`config.mk`:
```
export PLATFORM = sky130hd
export DESIGN_NAME = tap_mbb_sequencer
export DESIGN_NICKNAME = d
export VERILOG_FILES = /design/src/rtl/tapseq_pkg.sv /design/src/rtl/tapseq_onehot.sv /design/src/rtl/tapseq_timer.sv /design/src/rtl/tapseq_posctl.sv /design/src/rtl/tap_mbb_sequencer.sv
export SDC_FILE = /design/constraint.sdc
export NUM_CORES = 1
export LEC_CHECK = 0
export BUFFER_PORTS_ARGS = -buffer_cell sky130_fd_sc_hd__buf_2
export CAP_MARGIN = 10
export CELL_PAD_IN_SITES_DETAIL_PLACEMENT = 1
export CELL_PAD_IN_SITES_GLOBAL_PLACEMENT = 1
export CORE_ASPECT_RATIO = 0.5
export CORE_MARGIN = 2
export CORE_UTILIZATION = 30
export DETAILED_ROUTE_END_ITERATION = 6
export PLACE_DENSITY = 0.85
export SLEW_MARGIN = 20
export SYNTH_ARGS = -nofsm -noshare
export SYNTH_HDL_FRONTEND = slang
export SYNTH_SLANG_ARGS = --single-unit
```
`constraint.sdc`:
```
create_clock -name clk -period 4.5 [get_ports clk]
set_input_delay 0.9 -clock clk [delete_from_list [all_inputs] [get_ports clk]]
set_output_delay 0.9 -clock clk [all_outputs]
set_load 0.005 [all_outputs]
```
`src/rtl/tapseq_pkg.sv`:
```
// Package: shared constants and helpers for the tap sequencer.
// Assumes the tap count is a power of two given by its index width.
package tapseq_pkg;
    localparam int unsigned TAP_BITS_DEF = 7;
    localparam int unsigned OVL_BITS_DEF = 4;

    // Clamp an overlap request so that the shortest overlap is one clock.
    function automatic logic [OVL_BITS_DEF-1:0] ovl_clamp(input logic [OVL_BITS_DEF-1:0] req);
        return (req == '0) ? OVL_BITS_DEF'(1) : req;
    endfunction
endpackage

```
`src/rtl/tapseq_onehot.sv`:
```
// Module: decodes a tap index into a one-hot vector, gated by an enable.
// Assumes NTAPS == 2**IDX_W; a disabled decoder drives all zeros.
module tapseq_onehot #(
    parameter int unsigned IDX_W = 7,
    localparam int unsigned NTAPS = 1 << IDX_W
) (
    input  logic [IDX_W-1:0] idx,
    input  logic             en,
    output logic [NTAPS-1:0] onehot
);
    genvar g;
    generate
        for (g = 0; g < NTAPS; g++) begin : g_tap
            // Each tap bit compares the index against its own code.
            assign onehot[g] = en && (idx == IDX_W'(g));
        end
    endgenerate
endmodule

```
`src/rtl/tapseq_timer.sv`:
```
// Module: down-counter that times the make-before-break overlap.
// Assumes load and run are never both high; expire is meaningful only while run.
module tapseq_timer #(
    parameter int unsigned CNT_W = 4
) (
    input  logic             clk,
    input  logic             rst_n,
    input  logic             load,
    input  logic [CNT_W-1:0] load_val,
    input  logic             run,
    output logic             expire
);
    logic [CNT_W-1:0] cnt;

    // Load at the start of an overlap, count down while it runs, idle at zero.
    always_ff @(posedge clk) begin
        if (!rst_n)      cnt <= '0;
        else if (load)   cnt <= load_val;
        else if (run)    cnt <= cnt - CNT_W'(1);
        else             cnt <= '0;
    end

    assign expire = (cnt == CNT_W'(1));

    // an overlap in progress always has clocks left on the timer.
    p_cnt_live_r3: assert property (@(posedge clk) disable iff (!rst_n)
        run |-> (cnt != '0));
endmodule

```
`src/rtl/tapseq_posctl.sv`:
```
// Module: holds the committed tap, the tap being made, and the shutdown state.
// Assumes expire comes from a timer loaded by start_ovl; targets are levels.
module tapseq_posctl #(
    parameter int unsigned IDX_W = 7,
    localparam int unsigned NTAPS = 1 << IDX_W,
    localparam logic [IDX_W-1:0] MID = IDX_W'(NTAPS / 2)
) (
    input  logic             clk,
    input  logic             rst_n,
    input  logic [IDX_W-1:0] target,
    input  logic             active_en,
    input  logic             glitch,
    input  logic             expire,
    output logic [IDX_W-1:0] cur_pos,
    output logic [IDX_W-1:0] new_pos,
    output logic             in_ovl,
    output logic             in_sd,
    output logic             start_ovl
);
    // An overlap starts only from a settled, powered state with a new target.
    assign start_ovl = active_en && !in_sd && !in_ovl && (target != cur_pos);

    // Position and mode state machine; shutdown and glitch take priority.
    always_ff @(posedge clk) begin
        if (!rst_n) begin
            cur_pos <= MID;
            new_pos <= MID;
            in_ovl  <= 1'b0;
            in_sd   <= 1'b0;
        end else if (!active_en) begin
            if (in_ovl) cur_pos <= new_pos;
            if (glitch) cur_pos <= MID;
            in_ovl <= 1'b0;
            in_sd  <= 1'b1;
        end else if (in_sd) begin
            in_sd <= 1'b0;
        end else if (in_ovl) begin
            if (expire) begin
                cur_pos <= new_pos;
                in_ovl  <= 1'b0;
            end
        end else if (start_ovl) begin
            new_pos <= target;
            in_ovl  <= 1'b1;
        end
    end

    // a glitch seen during shutdown lands the kept tap at mid-scale.
    p_glitch_mid_r9: assert property (@(posedge clk) disable iff (!rst_n)
        (!active_en && glitch) |=> (cur_pos == MID));

    // without a glitch, the kept tap does not move while in shutdown.
    p_hold_sd_r8: assert property (@(posedge clk) disable iff (!rst_n)
        (in_sd && !active_en && !glitch) |=> $stable(cur_pos));
endmodule

```
`src/rtl/tap_mbb_sequencer.sv`:
```
// Module: top of the make-before-break tap sequencer.
// Drives one-hot tap enables plus the high-end and wiper-shunt switches.
// Assumes all inputs are synchronous to clk.
module tap_mbb_sequencer #(
    parameter int unsigned IDX_W = tapseq_pkg::TAP_BITS_DEF,
    parameter int unsigned OVL_W = tapseq_pkg::OVL_BITS_DEF,
    localparam int unsigned NTAPS = 1 << IDX_W
) (
    input  logic             clk,
    input  logic             rst_n,
    input  logic [6:0]       target_pos,
    input  logic             active_en,
    input  logic             supply_glitch,
    input  logic [3:0]       overlap_cycles,
    output logic [127:0]     tap_en,
    output logic             high_conn,
    output logic             wiper_shunt
);
    logic [IDX_W-1:0] cur_pos, new_pos;
    logic             in_ovl, in_sd, start_ovl, expire;
    logic [NTAPS-1:0] hot_cur, hot_new;
    logic [OVL_W-1:0] ovl_len;

    // Overlap length with the zero request lifted to one clock.
    assign ovl_len = tapseq_pkg::ovl_clamp(OVL_W'(overlap_cycles));

    tapseq_posctl #(.IDX_W(IDX_W)) i_posctl (
        .clk       (clk),
        .rst_n     (rst_n),
        .target    (IDX_W'(target_pos)),
        .active_en (active_en),
        .glitch    (supply_glitch),
        .expire    (expire),
        .cur_pos   (cur_pos),
        .new_pos   (new_pos),
        .in_ovl    (in_ovl),
        .in_sd     (in_sd),
        .start_ovl (start_ovl)
    );

    tapseq_timer #(.CNT_W(OVL_W)) i_timer (
        .clk      (clk),
        .rst_n    (rst_n),
        .load     (start_ovl),
        .load_val (ovl_len),
        .run      (in_ovl),
        .expire   (expire)
    );

    tapseq_onehot #(.IDX_W(IDX_W)) i_dec_cur (
        .idx    (cur_pos),
        .en     (!in_sd),
        .onehot (hot_cur)
    );

    tapseq_onehot #(.IDX_W(IDX_W)) i_dec_new (
        .idx    (new_pos),
        .en     (!in_sd && in_ovl),
        .onehot (hot_new)
    );

    // Merge the held tap and the tap being made into the switch enables.
    assign tap_en      = 128'(hot_cur | hot_new);
    assign high_conn   = !in_sd;
    assign wiper_shunt = in_sd;

    // in normal mode one or two taps are on, never zero or more than two.
    p_tap_count_r5: assert property (@(posedge clk) disable iff (!rst_n)
        high_conn |-> ($countones(tap_en) == 1 || $countones(tap_en) == 2));

    // with the shunt closed, every tap switch is open.
    p_sd_dark_r7: assert property (@(posedge clk) disable iff (!rst_n)
        wiper_shunt |-> (tap_en == '0));

    // a single tap is never replaced by another single tap in one step.
    p_mbb_r3: assert property (@(posedge clk) disable iff (!rst_n)
        (high_conn && $past(high_conn) && $countones($past(tap_en)) == 1
            && tap_en != $past(tap_en)) |-> ($countones(tap_en) == 2));

    // when the second tap drops, the survivor was already on.
    p_break_after_make_r3: assert property (@(posedge clk) disable iff (!rst_n)
        (high_conn && $past(high_conn) && $countones($past(tap_en)) == 2
            && $countones(tap_en) == 1) |-> ((tap_en & $past(tap_en)) == tap_en));
endmodule

```
==> results by group <==
CTS
  • Postcts setup bufs: 0
  • H-tree depth: 1
  • Post-CTS sizing: 0
  • Later-pin clock latency in the skew report: 0.25 ns
  • TritonCTS clock tree: built
  • Total CTS buffers: 3
  • Clock root cell: clkbuf_16
  • Clock-pin slew on the worst setup and hold paths: 0.05 ns
  • CTS Hold Bufs: 0
  • # clock sinks: 20
  • Clock Path Buffers: 2

Timing
  • Max Slew Vio Count: 0
  • Achievable Freq: 0.305 GHz
  • Final critical path time including I/O delays and setup: 3.28 ns
  • RSZ-0062 raised after global routing: false
  • WHS: 0.583 ns
  • Skew final: 0.00242 ns
  • Hold Vio Cnt, Final: 0
  • Transition time of the tightest slew-check pin: 1.06 ns
  • Max-slew headroom: 0.289
  • Setup_tns: 0 ns
  • Setup violators final: 0
  • Fin crit share: 0.729

Cells and area
  • Layout cells sized above 1: 0.340
  • Net total in the final layout: 492
  • Area grow syn2layout: 27.9%
  • Final Util: 0.399
  • Area of the multi-input gates: 1860 µm²
  • Final-layout fill cell count: 1080
  • Diode count: 0
  • Register Area: 400 µm²

Global route
  • Largest net degree at the start of global routing: 31
  • GR met3 Demand/Resource: 0.0183
  • M2 GR Usage: 0.433
  • Initial antenna violation count: 0
  • Vias in the first global route: 3469
  • Grt peak-use layer: met2
  • Total congestion overflow: 0
  • First-pass GRT wire length: 17700 µm
  • GRT Util Overall: 0.239
  • Routing usage on met1: 0.303

Critical path
  • Crit-path max cell delay: 0.64 ns
  • Crit path DAT: 2.38 ns
  • Critical R2R Capture: i_posctl.new_pos[3]$_SDFFE_PN0P_
  • CP max stage cell: dfxtp_1
  • Cells along the critical path: nor2b_1, nand4_1, o22ai_1, buf_2
  • Startpoint Class: flip-flop
  • Critical path class: flip-flop to primary output
  • Worst reg-to-reg setup slack: 2.04 ns
  • Critical path capture point type: primary output
  • Worst R2R Start: i_posctl.cur_pos[0]$_SDFFE_PN0P_
  • Crit path buf inv count: 1
  • CP top delay family: simple AND/OR/NAND/NOR gates
  • R2R cell count: 5
  • CP required: 3.60 ns
  • Crit-path max FO: 12
  • Worst Setup SP: i_posctl.cur_pos[0]$_SDFFE_PN0P_

Routing
  • Initial DRT Pass Iterations: 5
  • Residual DRC: 0
  • WL/cell: 20.1 µm
  • Vias: 3742
  • Initial detailed-routing violation count: 248
  • Final ANT Viol Nets: 0
  • DR vias/cell: 6.40
  • Total Wirelength: 11700 µm

Floorplanning
  • Initial Utilization: 0.312
  • CORE AREA: 8090 µm²
  • I/O pin total: 145
  • Die Wd: 134 µm
  • Die height: 68.8 µm
  • # rows: 23
  • Die area: 9200 µm²

Power
  • Pwr dens: 151 nW/µm²
  • Static Leak: 1.38 nW
  • Max VDD drop: 138 µV

Hold path
  • Hold Path End: i_posctl.cur_pos[5]$_SDFFE_PN0P_
  • Min-delay worst type: flip-flop to flip-flop
  • Hold path startpoint: i_posctl.new_pos[5]$_SDFFE_PN0P_
  • Hold depth: 2

Placement
  • I/O Buffers: 144
  • Post-DP HPWL: 8320 µm
  • Global placement routability congestion: 0.947

Synthesis
  • Post-synth EDFFs: 0
  • Yosys warns: 0
  • Synthesized instance count: 376
  • Synth area leader: o22ai_1
  • FFs w/ async S/R, synth: 0
  • Syn_area_per_cell: 6.71 µm²
  • Yosys cell types: 41
  • Seq/Total Area, Yosys: 0.159
  • Post-Syn Nets: 393
  • Count leader, synth: o22ai_1
  • Top post-synthesis cells by count: o22ai_1 (128), nand3_1 (43), nand2_1 (35)
  • Cell Area, Synth: 2520 µm²
  • Synth area leaders: o22ai_1 (32%), dfxtp_1 (16%), nand3_1 (8.5%)
  • Synthesized flop and latch total: 20
  • Leading register cell type out of synthesis: dfxtp_1
  • Post-synth top area share: 0.317

Outcome
  • Outcome: complete, no violations

Run
  • Max Cap Violations: 0
==> power breakdown <==
part | switching [W] | internal (W) | leakage (nW)
Combinational | 0.0000667 | 0.0000341 | 1.18
Clock | 0.0000652 | 0.000117 | 0.0370
Sequential | 0.0000179 | 0.000185 | 0.163
Total | 0.000150 | 0.000336 | 1.38
==> flip-flops by register name (all words and copies together), names as in the netlist <==
| register | cells |
|---|---|
| i_posctl.new_pos | 7 |
| i_timer.cnt | 4 |
| i_posctl.cur_pos | 7 |
| i_posctl.in_ovl | 1 |
| i_posctl.in_sd | 1 |
==> tightest hold or removal path, cell delays in order (launching register included) <==
cell,delay [ns]
dfxtp_1,0.38
nand3_1,0.10
a21boi_1,0.06
==> logic make-up after synthesis <==
family          count (synthesis)  share of synthesized area
buf+inv                        57                      0.105
compound gates                144                      0.376
fa+ha+maj                       2                    0.00992
flops                          20                      0.159
simple gates                  137                      0.285
mux                             7                     0.0278
xor+xnor                        9                     0.0372
==> cell usage in the layout, fill, tap and decap left out, drive strengths merged <==
| master | count |
|---|---|
| inv | 4 |
| and3b | 1 |
| nand2 | 35 |
| o21ai | 1 |
| o22ai | 128 |
| or4b | 1 |
| nor2b | 13 |
| ha | 2 |
| or3b | 4 |
| and2b | 1 |
| clkinv | 1 |
| xor2 | 7 |
| dfxtp | 20 |
| buf | 146 |
| nor2 | 8 |
| a21boi | 7 |
| or3 | 2 |
| nor3 | 5 |
| and2 | 1 |
| a21bo | 1 |
| a32o | 1 |
| nor4 | 1 |
| a2111oi | 1 |
| o21a | 1 |
| mux2i | 7 |
| o211a | 1 |
| nand3b | 5 |
| nand4 | 15 |
| clkbuf | 3 |
| nand3 | 43 |
| nand4b | 1 |
| xnor2 | 2 |
| a31o | 3 |
| nand2b | 1 |
==> through the flow <==
stage	power, W	cells	worst slack (ns)	area [µm²]
final	0.000486	585	1.22	3230
after global routing	0.000506	585	1.07	3230
after CTS	0.000488	585	1.29	3230
after detailed placement	0.000304	582	1.58	3150
after global placement	0.000301	582	1.61	3150
after floorplan	0.000276	376	2.21	2520
==> routing by layer <==
| layer | wire length [µm] | share of wire |
|---|---|---|
| met2 | 5570 | 0.47 |
| met1 | 5030 | 0.43 |
| met5 | 0 | 0 |
| met4 | 276 | 0.024 |
| met3 | 855 | 0.073 |
==> area by class of cell <==
cell class | instances | share of cell area
clock buffer | 3 | 0.0233
timing repair buffer | 146 | 0.228
sequential | 20 | 0.124
multi-input combinational | 299 | 0.575
tap | 112 | 0.0434
inverter | 5 | 0.00582
==> worst max-delay path by stage <==
stage / to / depth (start not counted) / slack, ns
after floorplan: tap_en[38] / 5 / 2.21
after global placement: tap_en[61] / 4 / 1.61
after detailed placement: tap_en[61] / 4 / 1.58
after CTS: tap_en[61] / 4 / 1.29
after global routing: tap_en[61] / 4 / 1.07
final: tap_en[61] / 4 / 1.22
Power figures use the tool's default switching activity.
